===== config.mk =====
export PLATFORM = sky130hd
export DESIGN_NAME = tagrun_prefetch
export DESIGN_NICKNAME = d
export VERILOG_FILES = /design/src/rtl/tagrun_pkg.sv /design/src/rtl/tagrun_fifo.sv /design/src/rtl/tagrun_run_ctr.sv /design/src/rtl/tagrun_fetch_fsm.sv /design/src/rtl/tagrun_prefetch.sv
export SDC_FILE = /design/constraint.sdc
export NUM_CORES = 1
export LEC_CHECK = 0
export ABC_AREA = 1
export BUFFER_PORTS_ARGS = -buffer_cell sky130_fd_sc_hd__buf_2
export CAP_MARGIN = 30
export CELL_PAD_IN_SITES_DETAIL_PLACEMENT = 2
export CELL_PAD_IN_SITES_GLOBAL_PLACEMENT = 2
export CORE_ASPECT_RATIO = 1.4
export CORE_MARGIN = 2
export CORE_UTILIZATION = 39
export DETAILED_ROUTE_END_ITERATION = 6
export GPL_ROUTABILITY_DRIVEN = 0
export GPL_TIMING_DRIVEN = 0
export PLACE_DENSITY = 0.9
export REMOVE_ABC_BUFFERS = 1
export SLEW_MARGIN = 20
export SYNTH_ARGS = -nofsm -noshare
export SYNTH_HDL_FRONTEND = slang
export SYNTH_SLANG_ARGS = --single-unit

===== constraint.sdc =====
create_clock -name clk -period 4.7 [get_ports clk]
set_clock_uncertainty 0.15 [all_clocks]
set_input_delay 0.94 -clock clk [delete_from_list [all_inputs] [get_ports clk]]
set_output_delay 0.94 -clock clk [all_outputs]
set_load 0.03 [all_outputs]

===== src/rtl/tagrun_pkg.sv =====
package tagrun_pkg;

    localparam int CNT_W = 5;
    localparam logic [2:0] MARK_BITS = 3'b111;

    typedef enum logic [1:0] {
        S_READY   = 2'd0,
        S_BUSY    = 2'd1,
        S_DISCARD = 2'd2
    } fetch_state_t;

    function automatic logic is_marker(input logic [7:0] b);
        return b[7:5] == MARK_BITS;
    endfunction

endpackage


===== src/rtl/tagrun_fifo.sv =====
module tagrun_fifo #(
    parameter int DEPTH = 16,
    parameter int W     = 8,
    localparam int PTR_W = $clog2(DEPTH),
    localparam int LEN_W = $clog2(DEPTH + 1)
) (
    input  logic             clk,
    input  logic             rst_n,
    input  logic             clr,
    input  logic             wr,
    input  logic [W-1:0]     wdata,
    input  logic             rd,
    output logic [W-1:0]     rdata,
    output logic [LEN_W-1:0] count,
    output logic [LEN_W-1:0] free
);
    logic [W-1:0]     slots [DEPTH];
    logic [PTR_W-1:0] wp, rp;

    function automatic logic [PTR_W-1:0] bump(input logic [PTR_W-1:0] p);
        return (p == PTR_W'(DEPTH - 1)) ? '0 : p + PTR_W'(1);
    endfunction

    always_ff @(posedge clk) begin
        if (wr && !clr) slots[wp] <= wdata;
    end

    always_ff @(posedge clk or negedge rst_n) begin
        if (!rst_n) begin
            wp    <= '0;
            rp    <= '0;
            count <= '0;
        end else if (clr) begin
            wp    <= '0;
            rp    <= '0;
            count <= '0;
        end else begin
            if (wr) wp <= bump(wp);
            if (rd) rp <= bump(rp);
            unique case ({wr, rd})
                2'b10:   count <= count + LEN_W'(1);
                2'b01:   count <= count - LEN_W'(1);
                default: count <= count;
            endcase
        end
    end

    assign rdata = slots[rp];
    assign free  = LEN_W'(DEPTH) - count;
endmodule


===== src/rtl/tagrun_run_ctr.sv =====
module tagrun_run_ctr
    import tagrun_pkg::*;
(
    input  logic             clk,
    input  logic             rst_n,
    input  logic             clr,
    input  logic             beat,
    input  logic [7:0]       beat_byte,
    output logic             store,
    output logic [CNT_W-1:0] run_left
);
    logic marker;

    assign marker = is_marker(beat_byte);
    assign store  = beat && !marker;

    always_ff @(posedge clk or negedge rst_n) begin
        if (!rst_n) begin
            run_left <= '0;
        end else if (clr) begin
            run_left <= '0;
        end else if (beat) begin
            if (marker)
                run_left <= beat_byte[CNT_W-1:0];
            else if (run_left != '0)
                run_left <= run_left - CNT_W'(1);
        end
    end
endmodule


===== src/rtl/tagrun_fetch_fsm.sv =====
module tagrun_fetch_fsm
    import tagrun_pkg::*;
#(
    parameter int          AW         = 16,
    parameter int          DEPTH      = 16,
    parameter bit          BURST_EN   = 1'b1,
    parameter logic [AW-1:0] RESET_ADDR = '0,
    localparam int LEN_W = $clog2(DEPTH + 1)
) (
    input  logic             clk,
    input  logic             rst_n,
    input  logic             bus_idle,
    input  logic             flush,
    input  logic [AW-1:0]    flush_addr,
    input  logic             rvalid,
    input  logic [CNT_W-1:0] run_left,
    input  logic [LEN_W-1:0] q_count,
    input  logic [LEN_W-1:0] q_free,
    output logic             mem_req,
    output logic [AW-1:0]    mem_addr,
    output logic [LEN_W-1:0] mem_len,
    output logic             beat_ok,
    output logic [LEN_W-1:0] owed
);
    fetch_state_t state, nxt;
    logic [7:0]   run_e, free_e, run_lim, want;
    logic         issue, last_beat;
    logic [AW-1:0] fetch_addr;

    assign run_e  = 8'(run_left);
    assign free_e = 8'(q_free);

    generate
        if (BURST_EN) begin : g_burst
            assign run_lim = (run_e < free_e) ? run_e : free_e;
        end else begin : g_single
            assign run_lim = (free_e != 8'd0) ? 8'd1 : 8'd0;
        end
    endgenerate

    always_comb begin
        if (run_left == '0)
            want = (q_count == '0) ? 8'd1 : 8'd0;
        else
            want = run_lim;
    end

    assign last_beat = rvalid && (owed == LEN_W'(1));

    // state register
    always_ff @(posedge clk or negedge rst_n) begin
        if (!rst_n) state <= S_READY;
        else        state <= nxt;
    end

    // next state
    always_comb begin
        nxt = state;
        unique case (state)
            S_READY: begin
                if (!flush && issue) nxt = S_BUSY;
            end
            S_BUSY: begin
                if (flush)          nxt = last_beat ? S_READY : S_DISCARD;
                else if (last_beat) nxt = S_READY;
            end
            S_DISCARD: begin
                if (last_beat) nxt = S_READY;
            end
            default: nxt = S_READY;
        endcase
    end

    // outputs
    always_comb begin
        issue   = 1'b0;
        beat_ok = 1'b0;
        unique case (state)
            S_READY:   issue   = !flush && bus_idle && (want != 8'd0);
            S_BUSY:    beat_ok = rvalid && !flush;
            S_DISCARD: beat_ok = 1'b0;
            default:   issue   = 1'b0;
        endcase
        mem_req  = issue;
        mem_addr = fetch_addr;
        mem_len  = issue ? want[LEN_W-1:0] : '0;
    end

    always_ff @(posedge clk or negedge rst_n) begin
        if (!rst_n) begin
            fetch_addr <= RESET_ADDR;
            owed       <= '0;
        end else begin
            if (flush)      fetch_addr <= flush_addr;
            else if (issue) fetch_addr <= fetch_addr + AW'(want);
            if (issue)                       owed <= want[LEN_W-1:0];
            else if (rvalid && owed != '0)   owed <= owed - LEN_W'(1);
        end
    end
endmodule


===== src/rtl/tagrun_prefetch.sv =====
module tagrun_prefetch
    import tagrun_pkg::*;
#(
    parameter int DEPTH    = 16,
    parameter int AW       = 16,
    parameter bit BURST_EN = 1'b1
) (
    input  logic                       clk,
    input  logic                       rst_n,
    input  logic                       bus_idle,
    output logic                       mem_req,
    output logic [AW-1:0]              mem_addr,
    output logic [$clog2(DEPTH+1)-1:0] mem_len,
    input  logic                       mem_rvalid,
    input  logic [7:0]                 mem_rdata,
    input  logic                       dec_pop,
    output logic                       dec_valid,
    output logic [7:0]                 dec_byte,
    input  logic                       flush,
    input  logic [AW-1:0]              flush_addr
);
    localparam int LEN_W = $clog2(DEPTH + 1);

    logic             beat_ok, q_wr, q_rd;
    logic [CNT_W-1:0] run_left;
    logic [LEN_W-1:0] q_count, q_free, owed;

    assign dec_valid = (q_count != '0);
    assign q_rd      = dec_pop && dec_valid && !flush;

    tagrun_fetch_fsm #(
        .AW(AW), .DEPTH(DEPTH), .BURST_EN(BURST_EN), .RESET_ADDR('0)
    ) u_fsm (
        .clk(clk), .rst_n(rst_n), .bus_idle(bus_idle),
        .flush(flush), .flush_addr(flush_addr), .rvalid(mem_rvalid),
        .run_left(run_left), .q_count(q_count), .q_free(q_free),
        .mem_req(mem_req), .mem_addr(mem_addr), .mem_len(mem_len),
        .beat_ok(beat_ok), .owed(owed)
    );

    tagrun_run_ctr u_run (
        .clk(clk), .rst_n(rst_n), .clr(flush),
        .beat(beat_ok), .beat_byte(mem_rdata),
        .store(q_wr), .run_left(run_left)
    );

    tagrun_fifo #(.DEPTH(DEPTH), .W(8)) u_q (
        .clk(clk), .rst_n(rst_n), .clr(flush),
        .wr(q_wr), .wdata(mem_rdata), .rd(q_rd), .rdata(dec_byte),
        .count(q_count), .free(q_free)
    );
endmodule


==> results.sh, run 1 <==
export IMPL_status="complete, no violations"
export IMPL_cts_buffers=17
export IMPL_grt_max_degree=68
export IMPL_powerDensity_nw_per_um2=558
export IMPL_crit_chain="inv_4, ha_2, nand2_1, nor2_1, ha_1, ha_4, nand2_1, inv_1, nand2_2, nand3_2, nand2_1, nand3_2, nand2_1, inv_1, nand2_4, nand2_8, buf_4, nor2_1, buf_2"
export IMPL_hpwl_mm=17.1
export IMPL_grt_use_met2_pct=45.9
export IMPL_grt_usage_pct=24.1
export IMPL_synthTopCellsByArea="edfxtp_1 48%, dfrtp_1 13%, nand2_1 9.0%"
export IMPL_num_vias=6357
export IMPL_start_util_pct=39.5
export IMPL_clk_latency_ps=430
export IMPL_antenna_left=0
export IMPL_instances_no_fill=1127
export IMPL_final_common_cell="nand2_1"
export IMPL_end_kind="output pin"
export IMPL_crit_slowest_cell="dfrtp_2"
export IMPL_hp_class="input pin to async pin"
export IMPL_seq_area_frac_synth_pct=60.6
export IMPL_p_leak_nw=3.82
export IMPL_use_met1_pct=25.8
export IMPL_path_max_fanout=6
export IMPL_r2r_slack_ps=310
export IMPL_dpl_cell_area_um2=8550
export IMPL_layout_common_cells="191 x nand2_1, 128 x edfxtp_1, 77 x nor2_1, 65 x o21ai_0, 58 x buf_2"
export IMPL_setup_violations=0
export IMPL_yosys_warnings=0
export IMPL_grt_overflow=0
export IMPL_grt_pass1_wl_mm=40.2
export IMPL_arrival_ps=3480
export IMPL_clkSinkCount=169
export IMPL_drt_pass1_iterations=4
export IMPL_hold_buffers=0
export IMPL_timing_rr_start="u_q.count[0]"
export IMPL_hold_slack_ps=278
export IMPL_io_buffers=60
export IMPL_ys_flop_type="edfxtp_1"
export IMPL_grt_pass1_vias=7066
export IMPL_synth_edf_count=128
export IMPL_fillCellCount=2158
export IMPL_viasPerCell=5.64
export IMPL_synthArstFlopShare_pct=24.3
export IMPL_finalPower_mw=5.15
export IMPL_syn_inst=800
export IMPL_post_place_ws_ps=185
export IMPL_required_ps=3610
export IMPL_syn2layout_area_growth_pct=15.0
export IMPL_htree_levels=4
export IMPL_io_pins=61
export IMPL_rr_endpoint="u_fsm.mem_addr[14]"
export IMPL_critPathLaunchType="flop"
export IMPL_num_rows=62
export IMPL_critPathKind="flop to output pin"
export IMPL_path_clk_slew_ps=80
export IMPL_max_slew_margin_rel_pct=35.2
export IMPL_cts_root_buf="clkbuf_16"
export IMPL_cts_tree="yes"
export IMPL_wl_per_cell_um=22.6
export IMPL_synth_area_leader_cell="edfxtp_1"
export IMPL_met3_usage_pct=4.51
export IMPL_busiest_layer="met2"
export IMPL_totalWireLength_mm=25.5
export IMPL_synth_cell_types=35
export IMPL_fin_ws_ps=130
export IMPL_syn_area_um2=8030
export IMPL_cap_violations=0
export IMPL_tns_ps=0
export IMPL_antenna_found_initial=0
export IMPL_irDropWorstVdd_uv=267
export IMPL_path_common_cell="nand2_1"
export IMPL_die_h_um=174
export IMPL_ff2ff_path_depth=25
export IMPL_max_freq_mhz=219
export IMPL_fin_crit_sh_pct=97.2
export IMPL_diodes=0
export IMPL_nNetsFinal=913
export IMPL_drc=0
export IMPL_synth_seq_cells=169
export IMPL_core_area_um2=20300
export IMPL_drtIter0Drc=451
export IMPL_finalHoldViolCount=0
export IMPL_tightest_slew_ps=968
export IMPL_die_w_um=125
export IMPL_fin_util_pct=45.4
export IMPL_slowest_delay_ps=450
export IMPL_synth_top_area_share_pct=47.9
export IMPL_dieArea_um2=21800
export IMPL_fin_crit_ps=4570
export IMPL_slew_violations=0
export IMPL_finalInstanceArea_um2=9240
export IMPL_avgSynthCellArea_um2=10.0
export IMPL_crit_start="u_q.count[0]"
export IMPL_dp_cells=1088
export IMPL_clock_path_buffers=2
export IMPL_layout_drive_gt1_share_pct=14.1
## sequential cells by signal, summed over array words and instances (netlist names)
register and count:
u_fsm.mem_addr 16, u_fsm.state 2, u_fsm.owed 5, u_q.rp 4
u_q.wp 4, u_run.run_left 5, u_q.count 5, u_q.slots 128
## area by class of cell
cell class	instances	area [um^2]	share of cell area (%)
sequential	169	4870	52.8
multi-input combinational	541	2870	31.1
clock buffer	18	429	4.65
timing repair buffer	67	370	4.01
tap	256	320	3.47
inverter	62	238	2.57
clock inverter	14	135	1.46
## timing repair
item                       in CTS  in global routing
gates resized for setup        14                  4
setup endpoints to repair      10                  8
cloned                          1                  0
setup buffers                   0                  6
## metal layers
| layer | up-vias | share of wire (%) |
|---|---|---|
| met5 | - | 0 |
| met4 | 0 | 3.8 |
| met3 | 49 | 3.7 |
| met2 | 158 | 56 |
| met1 | 3252 | 37 |
| li1 | 2898 | - |
## power breakdown
part / internal [mW] / switching [mW] / leakage [nW]
registers: 1.72 / 0.209 / 1.68
clock network: 0.700 / 0.643 / 0.264
logic: 0.593 / 1.28 / 1.88
total: 3.02 / 2.14 / 3.82
## cell usage after synthesis (9+ instances only)
| master | number |
|---|---|
| a21oi_1 | 29 |
| a221oi_1 | 10 |
| clkbuf_1 | 22 |
| dfrtp_1 | 41 |
| edfxtp_1 | 128 |
| ha_1 | 23 |
| inv_1 | 58 |
| nand2_1 | 192 |
| nand3_1 | 55 |
| nand4_1 | 16 |
| nor2_1 | 79 |
| o21ai_0 | 65 |
| o22ai_1 | 18 |
| xnor2_1 | 9 |
| xor2_1 | 11 |
## worst max-delay path: cells and delay by family (launching register included)
family | cells | cell delay (ps)
and+or+nand+nor | 11 | 1230
buffers and inverters | 5 | 620
DFF | 1 | 450
adders and majority gates | 3 | 740
## cell families after synthesis
| kind of cell | share of synthesized area [%] |
|---|---|
| buffers and inverters | 4.50 |
| flip-flops | 60.6 |
| AO/OA/AOI/OAI | 10.0 |
| AND/OR/NAND/NOR | 18.6 |
| XOR/XNOR | 2.18 |
| adder cells (fa/ha/maj) | 4.08 |
## how the worst max path moves through the flow
stage	to	slack (ps)
finish	mem_len[3]	130
global route	mem_len[4]	-120
CTS	mem_len[1]	50
detailed placement	mem_len[1]	180
global placement	dec_byte[3]	-1530
floorplan	dec_byte[6]	550
No activity file was read; power rests on OpenSTA's default activity.
==> run 2, diff against run 1 <==
ABC_AREA = 0   (was 1)
CORE_UTILIZATION = 42   (was 39)
==> run 2 against run 1 <==
Compared with the run above: utilization rose by 4.5 points; register-to-register slack got worse by 90 ps; via count fell by 13%; routed wire length fell by 1.6%; first-iteration DRC count fell by 37%; global-route usage rose by 1.0 points; synthesized cell count fell by 25%; combinational power fell by 9.6%; area after synthesis fell by 0.17%; die area fell by 7.1%; largest cell class unchanged; highest routed layer unchanged.
==> results.sh, run 2 <==
export IMPL_timing_rr_start="u_q.count[1]"
export IMPL_slew_violations=0
export IMPL_critPathKind="flop to output pin"
export IMPL_finalHoldViolCount=0
export IMPL_finalPower_mw=4.93
export IMPL_die_h_um=167
export IMPL_rr_endpoint="u_fsm.mem_addr[14]"
export IMPL_seq_area_frac_synth_pct=60.7
export IMPL_antenna_left=0
export IMPL_synth_top_area_share_pct=47.9
export IMPL_max_freq_mhz=216
export IMPL_grt_pass1_vias=6220
export IMPL_end_kind="output pin"
export IMPL_cts_buffers=17
export IMPL_r2r_slack_ps=220
export IMPL_ff2ff_path_depth=16
export IMPL_synth_common_cells="128 x edfxtp_1, 45 x nand2_1, 41 x dfrtp_1"
export IMPL_synth_seq_cells=169
export IMPL_path_clk_slew_ps=70
export IMPL_fin_util_pct=49.9
export IMPL_htree_levels=4
export IMPL_crit_chain="inv_1, ha_2, nor3b_1, ha_1, ha_4, nand2_1, o221a_4, buf_4, o31ai_1, and2_1, buf_2"
export IMPL_avgSynthCellArea_um2=13.4
export IMPL_clk_latency_ps=440
export IMPL_fin_crit_ps=4630
export IMPL_ys_flop_type="edfxtp_1"
export IMPL_synth_area_leader_cell="edfxtp_1"
export IMPL_io_buffers=60
export IMPL_cts_tree="yes"
export IMPL_status="complete, no violations"
export IMPL_syn_inst=600
export IMPL_clkPwrFrac_pct=28.7
export IMPL_hold_buffers=0
export IMPL_synth_edf_count=128
export IMPL_p_leak_nw=3.47
export IMPL_setup_violations=0
export IMPL_hpwl_mm=16.4
export IMPL_cap_violations=0
export IMPL_hold_slack_ps=258
export IMPL_required_ps=3610
export IMPL_final_common_cell="edfxtp_1"
export IMPL_fin_crit_sh_pct=98.5
export IMPL_critPathLaunchType="flop"
export IMPL_largest_reg_flops=128
export IMPL_synth_cell_types=70
export IMPL_p_sw_mw=1.82
export IMPL_arrival_ps=3540
export IMPL_p_seq_share_pct=36.9
export IMPL_diodes=0
export IMPL_yosysMostFrequentCell="edfxtp_1"
export IMPL_irDropWorstVdd_uv=291
export IMPL_syn_area_um2=8020
export IMPL_num_rows=59
export IMPL_num_vias=5526
export IMPL_combPwrFrac_pct=34.4
export IMPL_grt_usage_pct=25.1
export IMPL_io_pins=61
export IMPL_drtIter0Drc=284
export IMPL_layout_drive_gt1_share_pct=24.2
export IMPL_regMostFlops="u_q.slots"
export IMPL_dieArea_um2=20200
export IMPL_synthArstFlopShare_pct=24.3
export IMPL_multi_input_area_um2=3000
export IMPL_antenna_found_initial=0
export IMPL_clock_path_buffers=2
export IMPL_start_util_pct=42.9
export IMPL_grt_pass1_wl_mm=37.7
export IMPL_intPower_mw=3.11
export IMPL_tightest_slew_ps=1060
export IMPL_grt_overflow=0
export IMPL_dp_cells=880
export IMPL_die_w_um=121
export IMPL_max_slew_margin_rel_pct=28.4
export IMPL_drc=0
export IMPL_layout_common_cells="128 x edfxtp_1, 59 x buf_2, 44 x nand2_1, 38 x dfrtp_1, 36 x nor2_1"
export IMPL_powerDensity_nw_per_um2=529
export IMPL_drt_pass1_iterations=4
export IMPL_power_share_switching_pct=37.0
export IMPL_path_max_fanout=6
export IMPL_yosys_warnings=0
export IMPL_viasPerCell=5.97
export IMPL_cts_root_buf="clkbuf_16"
export IMPL_clkSinkCount=169
export IMPL_crit_slowest_cell="dfrtp_2"
export IMPL_slowest_delay_ps=440
export IMPL_grt_max_degree=42
export IMPL_instances_no_fill=925
export IMPL_regArea_um2=4880
export IMPL_synthTopCellsByArea="edfxtp_1 48%, dfrtp_1 13%, mux4_2 4.5%"
export IMPL_wl_per_cell_um=27.1
export IMPL_totalWireLength_mm=25.1
export IMPL_hp_class="input pin to async pin"
export IMPL_fillCellCount=1765
export IMPL_syn2layout_area_growth_pct=16.3
export IMPL_core_area_um2=18700
export IMPL_nNetsFinal=723
## run 2: changes by cell type after synthesis, moves of 7 or more
cell / delta
mux4_2: +16
clkbuf_1: -7
mux2_2: +8
a22oi_1: +8
nand3_1: -44
nand4_1: -14
and3_1: +7
and2_1: +13
mux2i_1: +30
o21ai_0: -33
inv_1: -34
nor2_1: -43
nand2_1: -147
o22ai_1: -16
## run 2: final cells by class
cell class              instances  share of cell area, %
well taps                     244                   3.27
clock inverters                14                   1.68
multi-input cells             381                   32.2
flip-flops and latches        169                   52.3
inverters                      25                   1.09
repair buffers                 74                   4.84
clock buffers                  18                   4.60
## run 2: worst max path at each step
stage,depth (start not counted),to,slack (ps),start
2_1_floorplan,17,u_fsm.mem_addr[6],400,u_q.count[0]
3_3_place_gp,16,u_fsm.mem_addr[14],-180,u_q.count[0]
3_5_place_dp,18,u_fsm.mem_addr[11],-450,u_q.count[0]
4_1_cts,19,u_fsm.mem_addr[14],10,u_q.count[1]
5_1_grt,11,mem_len[4],-70,u_q.count[1]
6_report,11,mem_len[4],70,u_q.count[1]
## run 2: through the flow
stage / TNS, ps / cell area, um^2 / setup WS [ps]
after global routing: -132 / 9320 / -73.6
after CTS: 0 / 9190 / 13.7
after floorplan: 0 / 7890 / 397
final: 0 / 9320 / 69.3
after detailed placement: -3740 / 8560 / -455
after global placement: -948 / 8500 / -175
## run 2: critical path, delay by kind of cell, from the launching register on
| family | cells | cell delay [ps] |
|---|---|---|
| flip-flops | 1 | 440 |
| AND/OR/NAND/NOR | 3 | 560 |
| adder cells (fa/ha/maj) | 3 | 860 |
| AO/OA/AOI/OAI | 2 | 770 |
| buffers and inverters | 3 | 470 |
## run 2: power groups by stage
stage | clock network, mW | registers [mW] | logic (mW)
finish | 1.41 | 1.82 | 1.70
global route | 1.48 | 1.83 | 1.82
CTS | 1.44 | 1.82 | 1.60
detailed placement | 0 | 1.86 | 1.49
global placement | 0 | 1.91 | 1.31
floorplan | 0 | 1.91 | 0.951
## run 2: what timing repair did
| action | 4_1_cts | 5_1_grt |
|---|---|---|
| buffers inserted | 3 | 7 |
| pin swaps | 3 | 4 |
| cloned | 0 | 1 |
| endpoints found under the setup margin | 15 | 10 |
| resized for setup | 10 | 15 |
## run 2: per-layer routing
| layer | wire length (um) | track usage, % |
|---|---|---|
| met1 | 9430 | 27.4 |
| met2 | 14200 | 47.6 |
| met3 | 704 | 3.68 |
| met4 | 735 | 10.3 |
| met5 | 0 | 0 |
## run 2: kinds of logic (layout without fill, tap and decap cells)
kind of cell,Yosys count,after routing,synth area share (%)
DFF,169,169,60.7
and+or+nand+nor,151,152,9.75
AOI/OAI and AO/OA,131,131,11.2
muxes,54,54,9.36
buffers and inverters,51,131,2.76
adders and majority gates,25,25,4.09
xor gates and xnor gates,19,19,2.08
